File: src/rtl/dtag_pkg.sv
package dtag_pkg;
    localparam int OFF_W = 6;

    typedef enum logic [1:0] {
        ST_INV = 2'b00,
        ST_SHD = 2'b01,
        ST_OWN = 2'b10,
        ST_EXM = 2'b11
    } mosi_e;

    typedef enum logic [2:0] {
        S_IDLE,
        S_RD0,
        S_RD1,
        S_CAP,
        S_WR0,
        S_WR1
    } fsm_e;
endpackage

File: src/rtl/dtag_fsm.sv
module dtag_fsm
    import dtag_pkg::*;
(
    input  logic clk,
    input  logic rst_n,
    input  logic req_valid,
    output logic req_ready,
    output logic accept,
    output logic rd_en,
    output logic rd_sel,
    output logic cap0,
    output logic cap1,
    output logic wr_en,
    output logic wr_sel,
    output logic rsp_valid
);
    fsm_e state;

    always_ff @(posedge clk) begin
        if (!rst_n) begin
            state <= S_IDLE;
        end else begin
            unique case (state)
                S_IDLE:  if (req_valid) state <= S_RD0;
                S_RD0:   state <= S_RD1;
                S_RD1:   state <= S_CAP;
                S_CAP:   state <= S_WR0;
                S_WR0:   state <= S_WR1;
                S_WR1:   state <= S_IDLE;
                default: state <= S_IDLE;
            endcase
        end
    end

    always_comb begin
        req_ready = 1'b0;
        rd_en     = 1'b0;
        rd_sel    = 1'b0;
        cap0      = 1'b0;
        cap1      = 1'b0;
        wr_en     = 1'b0;
        wr_sel    = 1'b0;
        rsp_valid = 1'b0;
        unique case (state)
            S_IDLE: req_ready = 1'b1;
            S_RD0:  rd_en = 1'b1;
            S_RD1: begin
                rd_en  = 1'b1;
                rd_sel = 1'b1;
                cap0   = 1'b1;
            end
            S_CAP:  cap1 = 1'b1;
            S_WR0: begin
                wr_en     = 1'b1;
                rsp_valid = 1'b1;
            end
            S_WR1: begin
                wr_en  = 1'b1;
                wr_sel = 1'b1;
            end
            default: ;
        endcase
    end

    assign accept = req_valid && req_ready;

    // an accepted request makes the controller busy on the next cycle
    p_busy_after_accept_r8: assert property (@(posedge clk) disable iff (!rst_n)
        accept |=> !req_ready);
endmodule

File: src/rtl/dtag_merge.sv
module dtag_merge
    import dtag_pkg::*;
#(
    parameter int TAG_W = 13,
    parameter int ENT_W = TAG_W + 2
) (
    input  logic                       req_pid,
    input  logic                       req_write,
    input  logic [TAG_W-1:0]           req_tag,
    input  logic [1:0][ENT_W-1:0]      ent,
    output logic [1:0]                 hit,
    output logic [1:0][1:0]            rep_st,
    output logic [1:0][ENT_W-1:0]      new_ent,
    output logic                       supply,
    output logic                       supplier
);
    logic [1:0][TAG_W-1:0] tag_of;
    logic [1:0][1:0]       st_of;

    for (genvar p = 0; p < 2; p++) begin : g_proc
        assign tag_of[p] = ent[p][ENT_W-1:2];
        assign st_of[p]  = ent[p][1:0];
        assign hit[p]    = (st_of[p] != ST_INV) && (tag_of[p] == req_tag);
        assign rep_st[p] = hit[p] ? st_of[p] : ST_INV;

        always_comb begin
            if (req_pid == 1'(p)) begin
                if (req_write || !hit[1-p])
                    new_ent[p] = {req_tag, ST_EXM};
                else
                    new_ent[p] = {req_tag, ST_SHD};
            end else if (!hit[p]) begin
                new_ent[p] = ent[p];
            end else if (req_write) begin
                new_ent[p] = {tag_of[p], ST_INV};
            end else if (st_of[p] == ST_EXM) begin
                new_ent[p] = {tag_of[p], ST_OWN};
            end else begin
                new_ent[p] = ent[p];
            end
        end
    end

    assign supplier = ~req_pid;
    assign supply   = hit[supplier] && st_of[supplier][1];

    // the two updated entries never both end up Exclusive/Modified on a shared tag
    always_comb begin
        if (new_ent[0][1:0] == ST_EXM && new_ent[1][1:0] == ST_EXM)
            p_single_owner_r6: assert (new_ent[0][ENT_W-1:2] != new_ent[1][ENT_W-1:2]);
    end
endmodule

File: src/rtl/dtag_snoop_ctrl.sv
module dtag_snoop_ctrl
    import dtag_pkg::*;
#(
    parameter int TAG_W  = 13,
    parameter int IDX_W  = 4,
    parameter int SRAM_W = 18,
    parameter int PA_W   = TAG_W + IDX_W + dtag_pkg::OFF_W
) (
    input  logic              clk,
    input  logic              rst_n,
    input  logic              req_valid,
    output logic              req_ready,
    input  logic              req_pid,
    input  logic [PA_W-1:0]   req_addr,
    input  logic              req_write,
    output logic              rsp_valid,
    output logic [1:0]        rsp_hit,
    output logic [1:0]        rsp_state0,
    output logic [1:0]        rsp_state1,
    output logic              rsp_supply,
    output logic              rsp_supplier,
    output logic              sram_en,
    output logic              sram_we,
    output logic [IDX_W:0]    sram_addr,
    output logic [SRAM_W-1:0] sram_wdata,
    input  logic [SRAM_W-1:0] sram_rdata
);
    localparam int ENT_W = TAG_W + 2;
    localparam int PAD_W = SRAM_W - ENT_W;

    logic accept, rd_en, rd_sel, cap0, cap1, wr_en, wr_sel;

    logic             pid_q, write_q;
    logic [IDX_W-1:0] idx_q;
    logic [TAG_W-1:0] tag_q;
    logic [1:0][ENT_W-1:0] ent_q;
    logic [1:0][ENT_W-1:0] new_ent;
    logic [1:0][1:0]       rep_st;

    dtag_fsm u_fsm (
        .clk       (clk),
        .rst_n     (rst_n),
        .req_valid (req_valid),
        .req_ready (req_ready),
        .accept    (accept),
        .rd_en     (rd_en),
        .rd_sel    (rd_sel),
        .cap0      (cap0),
        .cap1      (cap1),
        .wr_en     (wr_en),
        .wr_sel    (wr_sel),
        .rsp_valid (rsp_valid)
    );

    always_ff @(posedge clk) begin
        if (!rst_n) begin
            pid_q   <= 1'b0;
            write_q <= 1'b0;
            idx_q   <= '0;
            tag_q   <= '0;
            ent_q   <= '0;
        end else begin
            if (accept) begin
                pid_q   <= req_pid;
                write_q <= req_write;
                idx_q   <= req_addr[OFF_W +: IDX_W];
                tag_q   <= req_addr[PA_W-1 -: TAG_W];
            end
            if (cap0) ent_q[0] <= sram_rdata[ENT_W-1:0];
            if (cap1) ent_q[1] <= sram_rdata[ENT_W-1:0];
        end
    end

    dtag_merge #(.TAG_W(TAG_W), .ENT_W(ENT_W)) u_merge (
        .req_pid   (pid_q),
        .req_write (write_q),
        .req_tag   (tag_q),
        .ent       (ent_q),
        .hit       (rsp_hit),
        .rep_st    (rep_st),
        .new_ent   (new_ent),
        .supply    (rsp_supply),
        .supplier  (rsp_supplier)
    );

    assign rsp_state0 = rep_st[0];
    assign rsp_state1 = rep_st[1];

    assign sram_en    = rd_en || wr_en;
    assign sram_we    = wr_en;
    assign sram_addr  = {idx_q, (wr_en ? wr_sel : rd_sel)};
    assign sram_wdata = {{PAD_W{1'b0}}, new_ent[wr_sel]};

    p_idle_quiet_r1: assert property (@(posedge clk) disable iff (!rst_n)
        req_ready |-> (!sram_en && !rsp_valid));

    p_read_pair_r2: assert property (@(posedge clk) disable iff (!rst_n)
        (sram_en && !sram_we && !sram_addr[0]) |=>
        (sram_en && !sram_we && sram_addr[0] && sram_addr[IDX_W:1] == $past(sram_addr[IDX_W:1])));

    p_rsp_after_reads_r3: assert property (@(posedge clk) disable iff (!rst_n)
        rsp_valid |-> $past(sram_en && !sram_we && sram_addr[0], 2));

    p_write_pad_zero_r9: assert property (@(posedge clk) disable iff (!rst_n)
        sram_we |-> (sram_wdata[SRAM_W-1:ENT_W] == '0));

    p_supply_in_rsp_r10: assert property (@(posedge clk) disable iff (!rst_n)
        (rsp_valid && rsp_supply) |-> rsp_hit[rsp_supplier]);
endmodule

File: config.mk
export PLATFORM = sky130hd
export DESIGN_NAME = dtag_snoop_ctrl
export DESIGN_NICKNAME = d
export VERILOG_FILES = /design/src/rtl/dtag_pkg.sv /design/src/rtl/dtag_fsm.sv /design/src/rtl/dtag_merge.sv /design/src/rtl/dtag_snoop_ctrl.sv
export SDC_FILE = /design/constraint.sdc
export NUM_CORES = 1
export LEC_CHECK = 0
export ABC_AREA = 1
export BUFFER_PORTS_ARGS = -buffer_cell sky130_fd_sc_hd__buf_4
export CAP_MARGIN = 30
export CORE_ASPECT_RATIO = 2
export CORE_MARGIN = 2
export CORE_UTILIZATION = 40
export DETAILED_ROUTE_END_ITERATION = 10
export PLACE_DENSITY = 0.66
export SYNTH_ARGS = -nofsm -noshare
export SYNTH_HDL_FRONTEND = slang
export SYNTH_SLANG_ARGS = --single-unit
export TNS_END_PERCENT = 5
File: constraint.sdc
create_clock -name clk -period 1.35 [get_ports clk]
set_input_delay 0.2025 -clock clk [delete_from_list [all_inputs] [get_ports clk]]
set_output_delay 0.2025 -clock clk [all_outputs]
set_load 0.02 [all_outputs]
==> PnR_summary.wiki, run 1 <==
{| class="wikitable"
! Metric !! Value
|-
| Run status || complete, but fails checks
|-
| Violated checks || setup timing
|-
| Met3 Track Usage GR || 3.162%
|-
| Total power of the final layout || 4.985 mW
|-
| Cells on Worst Hold Path || 3
|-
| TritonCTS Sinks || 52
|-
| Number of warning messages in the yosys log || 0
|-
| Vias per inst || 5.078
|-
| Later-pin clock latency in the skew report || 0.29 ns
|-
| Largest net degree at the start of global routing || 33
|-
| Core region area || between 6000 and 7000 um2
|-
| Worst ir drop on vdd || 0.0009235 V
|-
| IO Port Bufs || 68
|-
| Fraction of layout cells with a size suffix above 1 || about two fifths
|-
| Final routed wire length divided by cell count || 14.22 um
|-
| Wire length of the first global-routing pass || 14.72 mm
|-
| Die Height || 124.0 um
|-
| Antenna violations before repair || 0
|-
| Number of filler instances in the final layout || 641
|-
| Boundary pin count || between 80 and 90
|-
| Via count || 3311
|-
| Max-slew violation count || 0
|-
| Path category of the worst min-delay check || in2reg
|-
| Met2 Resource Use GR || 46.03%
|-
| Die boundary width || 63.99 um
|-
| Full die area || 7933 um2
|-
| Tcrit/Tclk final || 147.4%
|-
| Data required time at the worst endpoint || 1.15 ns
|-
| Global placement routability congestion || around 0.96
|-
| Layer with the highest usage || met2
|-
| Highest net fanout along the worst path || 4
|-
| Post-synth EDFFs || 0
|-
| Commonest cells after routing, fill and taps aside || sky130_fd_sc_hd__buf_4, sky130_fd_sc_hd__nand2_1, sky130_fd_sc_hd__nor2_1, sky130_fd_sc_hd__o21ai_0, sky130_fd_sc_hd__a21oi_1
|-
| Number of global-route vias before repair || 3252
|-
| Reg-to-reg endpoint || tag_q[12]$_SDFFE_PN0P_
|-
| Startpoint of the worst register-to-register path || u_fsm.state[0]$_SDFFE_PN0P_
|-
| Root buf cell || sky130_fd_sc_hd__clkbuf_16
|-
| Total setup violations reported at the end of the flow || 26
|-
| Critical Path AT || 1.79 ns
|-
| Static Leak || 1.999 nW
|-
| TritonCTS clock tree || done
|-
| Number of remaining DRC errors || 0
|-
| Hold Fails Final Rpt || 0
|-
| Synth Area per Inst || 6.484 um2
|-
| R2R cell count || 7
|-
| Most common library cell in the layout ignoring fill and taps || sky130_fd_sc_hd__buf_4
|-
| Ys async rst share || 0%
|-
| Post-synthesis cell type count || 26
|-
| Tightest hold margin || 0.1450 ns
|-
| Worst-case clock skew || around 0.0037 ns
|-
| Routed Antenna Nets || 0
|-
| Post-detailed-routing wire length || 9.271 mm
|-
| Number of DRC violations after detailed-routing iteration 0 || 160
|-
| M1 GR Usage || 24.35%
|-
| Number of search-and-repair iterations in the first detailed-routing pass || 4
|-
| Sequential share of the synthesized area || 36.16%
|-
| Number of clock buffers inserted by TritonCTS || 5
|-
| Placed cell area || 4001 um2
|-
| Flip-flop and latch count after synthesis || 52
|-
| Effective utilization at floorplan || 41.48%
|-
| Placed wire-length estimate || 6.808 mm
|-
| Final period demand of the worst path || around 2 ns
|-
| Power density over the cells || 1146 nW/um2
|-
| CTS clock-pin slew for the worst setup and hold paths || 0.06 ns
|-
| Capture endpoint of the worst hold path || ent_q[8]$_SDFFE_PN0P_
|-
| Total number of placement rows || 43
|-
| GRT Residual Overflow || 0
|-
| Maximum clock path buffer count || 2
|-
| Count of hold buffers inserted by post-cts repair || 0
|-
| Launch point of the worst path || tag_q[12]$_SDFFE_PN0P_
|-
| Fmax || between 500 and 600 MHz
|-
| Type of the worst setup path || reg2out
|-
| Setup repair after global routing missed its margin || yes
|-
| Endpoint type of the worst setup path || output port
|-
| Register-to-register setup slack || roughly 0.030 ns
|-
| Number of nets in the layout || 610
|-
| H-tree levels || 2
|-
| Summed area of non-filler cells in the final layout || 4350 um2
|-
| Smallest setup slack after layout || -0.6395 ns
|-
| Global-route usage over all layers || 24.03%
|-
| Type of origin of the critical path || register
|-
| Final non-filler cell total || 652
|-
| Cell count after placement || 646
|-
| Startpoint of the tightest hold check path || sram_rdata[8]
|-
| Layout overhead on the synthesized area || 51.11%
|-
| Max-capacitance violation count || 0
|-
| Area of the mapped netlist || 2879 um2
|-
| Synthesized netlist cell count || 444
|-
| Ant diodes || 0
|-
| Most used DFF post-synth || sky130_fd_sc_hd__dfxtp_1
|}
## where the power goes
| group | internal (mW) | switching [mW] |
|---|---|---|
| combinational | 0.872 | 1.08 |
| clock | 0.657 | 0.541 |
| sequential | 1.69 | 0.139 |
| total | 3.22 | 1.76 |
## per-stage QoR
step / setup TNS (ns) / setup slack (ns) / util (%)
4_1_cts: -8.841 / -0.6066 / 61.35
3_5_place_dp: -2.983 / -0.3890 / 57.65
3_3_place_gp: -2.558 / -0.3666 / 57.65
5_1_grt: -11.13 / -0.7431 / 62.68
6_report: -9.036 / -0.6395 / 62.68
2_1_floorplan: -3.923 / -0.1805 / -
## sequential cells by signal, summed over array words and instances (netlist names)
register and count:
ent_q 30, tag_q 13, idx_q 4, u_fsm.state 3, pid_q 1, write_q 1
## layer usage
layer | wire length (um) | share of wire [%]
met1 | 3298 | 36
met2 | 5375 | 58
met3 | 328 | 3.5
met4 | 269 | 2.9
met5 | 0 | 0
## worst max-delay path by stage
stage / endpoint / slack, ns / depth (start not counted)
2_1_floorplan: rsp_supply / -0.18 / 10
3_3_place_gp: sram_wdata[0] / -0.37 / 12
3_5_place_dp: rsp_supply / -0.39 / 11
4_1_cts: rsp_supply / -0.61 / 11
5_1_grt: sram_wdata[1] / -0.74 / 11
6_report: sram_wdata[1] / -0.64 / 12
## layout make-up
class / count / area, um2 / share of cell area (%)
flip-flops and latches: 52 / 1067 / 24.53
inverters: 48 / 182.7 / 4.199
clock buffers: 5 / 125.1 / 2.876
multi-input cells: 322 / 1724 / 39.63
well taps: 90 / 112.6 / 2.588
repair buffers: 135 / 1139 / 26.17
## timing repair
| action | CTS | global route |
|---|---|---|
| setup endpoints to repair | 30 | 49 |
| pin swaps | 9 | 10 |
| gates cloned | 0 | 0 |
| gates resized for setup | 42 | 45 |
| setup buffers | 1 | 0 |
| hold endpoints to repair | 0 | 0 |
## critical path, cell delays in order, from the launching register on
cell	delay [ns]
sky130_fd_sc_hd__dfxtp_2	0.38
sky130_fd_sc_hd__inv_2	0.05
sky130_fd_sc_hd__nand2_1	0.07
sky130_fd_sc_hd__nand2_2	0.06
sky130_fd_sc_hd__nor2_2	0.11
sky130_fd_sc_hd__nand2_2	0.08
sky130_fd_sc_hd__nor2_4	0.15
sky130_fd_sc_hd__nand3_2	0.11
sky130_fd_sc_hd__nand2_4	0.11
sky130_fd_sc_hd__nand3_1	0.09
sky130_fd_sc_hd__nand2_1	0.10
sky130_fd_sc_hd__nand2_2	0.06
sky130_fd_sc_hd__buf_6	0.13
## synth_stat cells (2+ instances only)
cell / count / area share [%]
sky130_fd_sc_hd__xor2_1: 8 / 2.4
sky130_fd_sc_hd__o21bai_1: 2 / 0.52
sky130_fd_sc_hd__nand2_1: 95 / 12
sky130_fd_sc_hd__nand3_1: 13 / 2.3
sky130_fd_sc_hd__buf_4: 3 / 0.78
sky130_fd_sc_hd__o211ai_1: 14 / 3.7
sky130_fd_sc_hd__clkbuf_1: 11 / 1.4
sky130_fd_sc_hd__o21ai_1: 13 / 2.3
sky130_fd_sc_hd__nor2_1: 57 / 7.4
sky130_fd_sc_hd__inv_1: 44 / 5.7
sky130_fd_sc_hd__nand4_1: 2 / 0.43
sky130_fd_sc_hd__a21oi_1: 38 / 6.6
sky130_fd_sc_hd__buf_2: 7 / 1.2
sky130_fd_sc_hd__dfxtp_1: 52 / 36
sky130_fd_sc_hd__nor3_4: 2 / 1.1
sky130_fd_sc_hd__xnor2_1: 6 / 1.8
sky130_fd_sc_hd__inv_2: 4 / 0.52
sky130_fd_sc_hd__nor2_2: 3 / 0.65
sky130_fd_sc_hd__o21ai_0: 63 / 11
## logic make-up after synthesis
logic type / after synthesis / share of synthesized area, %
xor+xnor: 14 / 4.259
other cells: 1 / 0.1303
flops: 52 / 36.16
buf+inv: 72 / 10.39
simple gates: 173 / 24.51
compound gates: 132 / 24.55
Power figures use the tool's default switching activity.
==> run 2, diff against run 1 <==
- CELL_PAD_IN_SITES_DETAIL_PLACEMENT: not set -> 1
- CELL_PAD_IN_SITES_GLOBAL_PLACEMENT: not set -> 2
- CORE_UTILIZATION: 40 -> 24
- PLACE_DENSITY: 0.66 -> not set
- PLACE_DENSITY_LB_ADDON: not set -> 0.1
==> PnR_summary.wiki, run 2 (synthesized netlist as in run 1, its figures left out) <==
{| class="wikitable"
! Metric !! Value
|-
| Most flop-heavy register || ent_q
|-
| Register-to-register setup slack || 0.06 ns (+0.03 ns)
|-
| Data required time at the worst endpoint || 1.15 ns (about the same)
|-
| Fmax || 505.5 MHz (+0.57%)
|-
| Commonest cells after routing, fill and taps aside || sky130_fd_sc_hd__buf_4, sky130_fd_sc_hd__nand2_1, sky130_fd_sc_hd__nor2_1, sky130_fd_sc_hd__o21ai_0, sky130_fd_sc_hd__a21oi_1
|-
| Max-slew violation count || 0 (unchanged)
|-
| Number of filler instances in the final layout || 1478 (+130%)
|-
| Via count || 3448 (+4.1%)
|-
| R2R cell count || 7 (unchanged)
|-
| Final routed wire length divided by cell count || 16.12 um (+13%)
|-
| Fraction of layout cells with a size suffix above 1 || 41.27% (+3.0 points)
|-
| Layout overhead on the synthesized area || 59.89%
|-
| GRT Residual Overflow || 0 (unchanged)
|-
| Boundary pin count || 81 (unchanged)
|-
| Violated checks || setup timing
|-
| Max-capacitance violation count || 0 (unchanged)
|-
| Number of nets in the layout || 629 (+3.1%)
|-
| Wire length of the first global-routing pass || 18.65 mm (+27%)
|-
| Final period demand of the worst path || 1.978 ns (-0.01121 ns)
|-
| Capture endpoint of the worst hold path || ent_q[16]$_SDFFE_PN0N_
|-
| Hold Fails Final Rpt || 0 (unchanged)
|-
| Final Util || 39.34% (-23 points)
|-
| Ant diodes || 0 (unchanged)
|-
| Worst-case clock skew || 0.004823 ns (+0.001128 ns)
|-
| Tightest hold margin || 0.1395 ns (-0.005583 ns)
|-
| TritonCTS clock tree || done
|-
| Type of the worst setup path || reg2out
|-
| Launch point of the worst path || tag_q[2]$_SDFFE_PN0P_
|-
| Highest net fanout along the worst path || 3 (-1)
|-
| Smallest setup slack after layout || -0.6283 ns (+0.01121 ns)
|-
| Core region area || 11700 um2 (+69%)
|-
| IO Port Bufs || 68 (unchanged)
|-
| Flip-flop count of the largest register, all copies and words added || 30 (unchanged)
|-
| Placed wire-length estimate || 9.477 mm (+39%)
|-
| Endpoint type of the worst setup path || output port
|-
| Later-pin clock latency in the skew report || 0.29 ns (about the same)
|-
| H-tree levels || 2 (unchanged)
|-
| Maximum clock path buffer count || 2 (unchanged)
|-
| Startpoint of the worst register-to-register path || u_fsm.state[1]$_SDFFE_PN0P_
|-
| Path category of the worst min-delay check || in2reg
|-
| Die boundary width || 81.45 um (+27%)
|-
| Count of hold buffers inserted by post-cts repair || 0 (unchanged)
|-
| Worst ir drop on vdd || 0.0004839 V (-48%)
|-
| Total number of placement rows || 56 (+30%)
|-
| Most common library cell in the layout ignoring fill and taps || sky130_fd_sc_hd__buf_4
|-
| Static Leak || 2.100 nW (+5.1%)
|-
| Global placement routability congestion || 0.7794 (-19%)
|-
| CTS clock-pin slew for the worst setup and hold paths || 0.07 ns (about the same)
|-
| Antenna violations before repair || 0 (unchanged)
|-
| TritonCTS Sinks || 52 (unchanged)
|-
| Root buf cell || sky130_fd_sc_hd__clkbuf_16
|-
| Number of DRC violations after detailed-routing iteration 0 || 75 (-53%)
|-
| Type of origin of the critical path || register
|-
| Routed Antenna Nets || 0 (unchanged)
|-
| Total setup violations reported at the end of the flow || 26 (unchanged)
|-
| Largest net degree at the start of global routing || 22 (-33%)
|-
| Reg-to-reg endpoint || ent_q[22]$_SDFFE_PN0N_
|-
| Effective utilization at floorplan || 24.60% (-17 points)
|-
| Critical Path AT || 1.78 ns (about the same)
|-
| Leading registers by flop count || ent_q x30, tag_q x13, idx_q x4
|-
| Die Height || 158.9 um (+28%)
|-
| Number of remaining DRC errors || 0 (unchanged)
|-
| Post-detailed-routing wire length || 11.75 mm (+27%)
|-
| Cells on Worst Hold Path || 3 (unchanged)
|-
| Startpoint of the tightest hold check path || sram_rdata[1]
|-
| Vias per inst || 4.730 (-6.9%)
|-
| Full die area || 12940 um2 (+63%)
|-
| Setup repair after global routing missed its margin || yes
|-
| Run status || complete, but fails checks
|-
| Number of search-and-repair iterations in the first detailed-routing pass || 4 (unchanged)
|-
| Global-route usage over all layers || 18.93% (-5.1 points)
|-
| Tcrit/Tclk final || 146.5% (-0.83 points)
|-
| Power density over the cells || 1151 nW/um2 (+0.47%)
|-
| Number of clock buffers inserted by TritonCTS || 5 (unchanged)
|-
| Number of global-route vias before repair || 3785 (+16%)
|}
-- run 2: cell count changes in the layout (fill, tap and decap cells not counted), sizes merged --
| cell | previous run | this run |
|---|---|---|
| buf | 135 | 154 |
| clkinvlp | 0 | 1 |
| clkbuf | 5 | 7 |
-- run 2: final cells by class --
type	count	area [um2]	share of cell area [%]
well taps	145	181.4	3.941
clock buffers	7	142.6	3.099
multi-input cells	322	1720	37.37
repair buffers	154	1287	27.97
clock inverters	1	7.507	0.1631
inverters	48	185.2	4.023
flip-flops and latches	52	1079	23.43
-- run 2: report_power, final --
part / internal (mW) / switching, mW / leakage, nW
registers: 1.69 / 0.146 / 0.435
logic: 0.953 / 1.14 / 1.59
clock network: 0.742 / 0.621 / 0.0701
-- run 2: how the worst max path moves through the flow --
| stage | endpoint | cells after the start |
|---|---|---|
| 6_report | sram_wdata[1] | 10 |
| 5_1_grt | sram_wdata[1] | 11 |
| 4_1_cts | sram_wdata[0] | 12 |
| 3_5_place_dp | sram_wdata[0] | 12 |
| 3_3_place_gp | rsp_supply | 11 |
| 2_1_floorplan | rsp_supply | 10 |
-- run 2: per-layer routing --
layer / global-route usage [%] / routed length (um)
met4: 6.471 / 352
met5: 0 / 0
met2: 38.26 / 6985
met3: 1.761 / 246
met1: 18.52 / 4168
-- run 2: stage by stage --
stage | total power, mW | instance area, um2 | setup TNS, ns | instances | setup slack, ns
floorplan | 2.863 | 2952 | -3.923 | 446 | -0.1805
global placement | 3.814 | 4185 | -4.336 | 718 | -0.4043
finish | 5.299 | 4603 | -9.305 | 729 | -0.6283
global route | 5.654 | 4603 | -11.63 | 729 | -0.7638
detailed placement | 3.848 | 4185 | -5.134 | 718 | -0.4560
CTS | 5.326 | 4514 | -9.888 | 727 | -0.6715
-- run 2: worst max-delay path, cell delays in order, from the launching register on --
cell and delay, ns:
sky130_fd_sc_hd__dfxtp_1 0.41, sky130_fd_sc_hd__xnor2_2 0.15, sky130_fd_sc_hd__buf_4 0.14, sky130_fd_sc_hd__nand2b_1 0.05, sky130_fd_sc_hd__nor2_1 0.12, sky130_fd_sc_hd__nand2_2 0.10
sky130_fd_sc_hd__o21bai_1 0.18, sky130_fd_sc_hd__inv_1 0.07, sky130_fd_sc_hd__nand2_1 0.06, sky130_fd_sc_hd__nand2_1 0.05, sky130_fd_sc_hd__buf_4 0.15
-- run 2: repair_timing --
action / CTS / global route
gates resized for setup: 63 / 41
endpoints found under the hold margin: 0 / 0
setup endpoints to repair: 41 / 50
buffers inserted: 1 / 2
pin swaps: 10 / 12
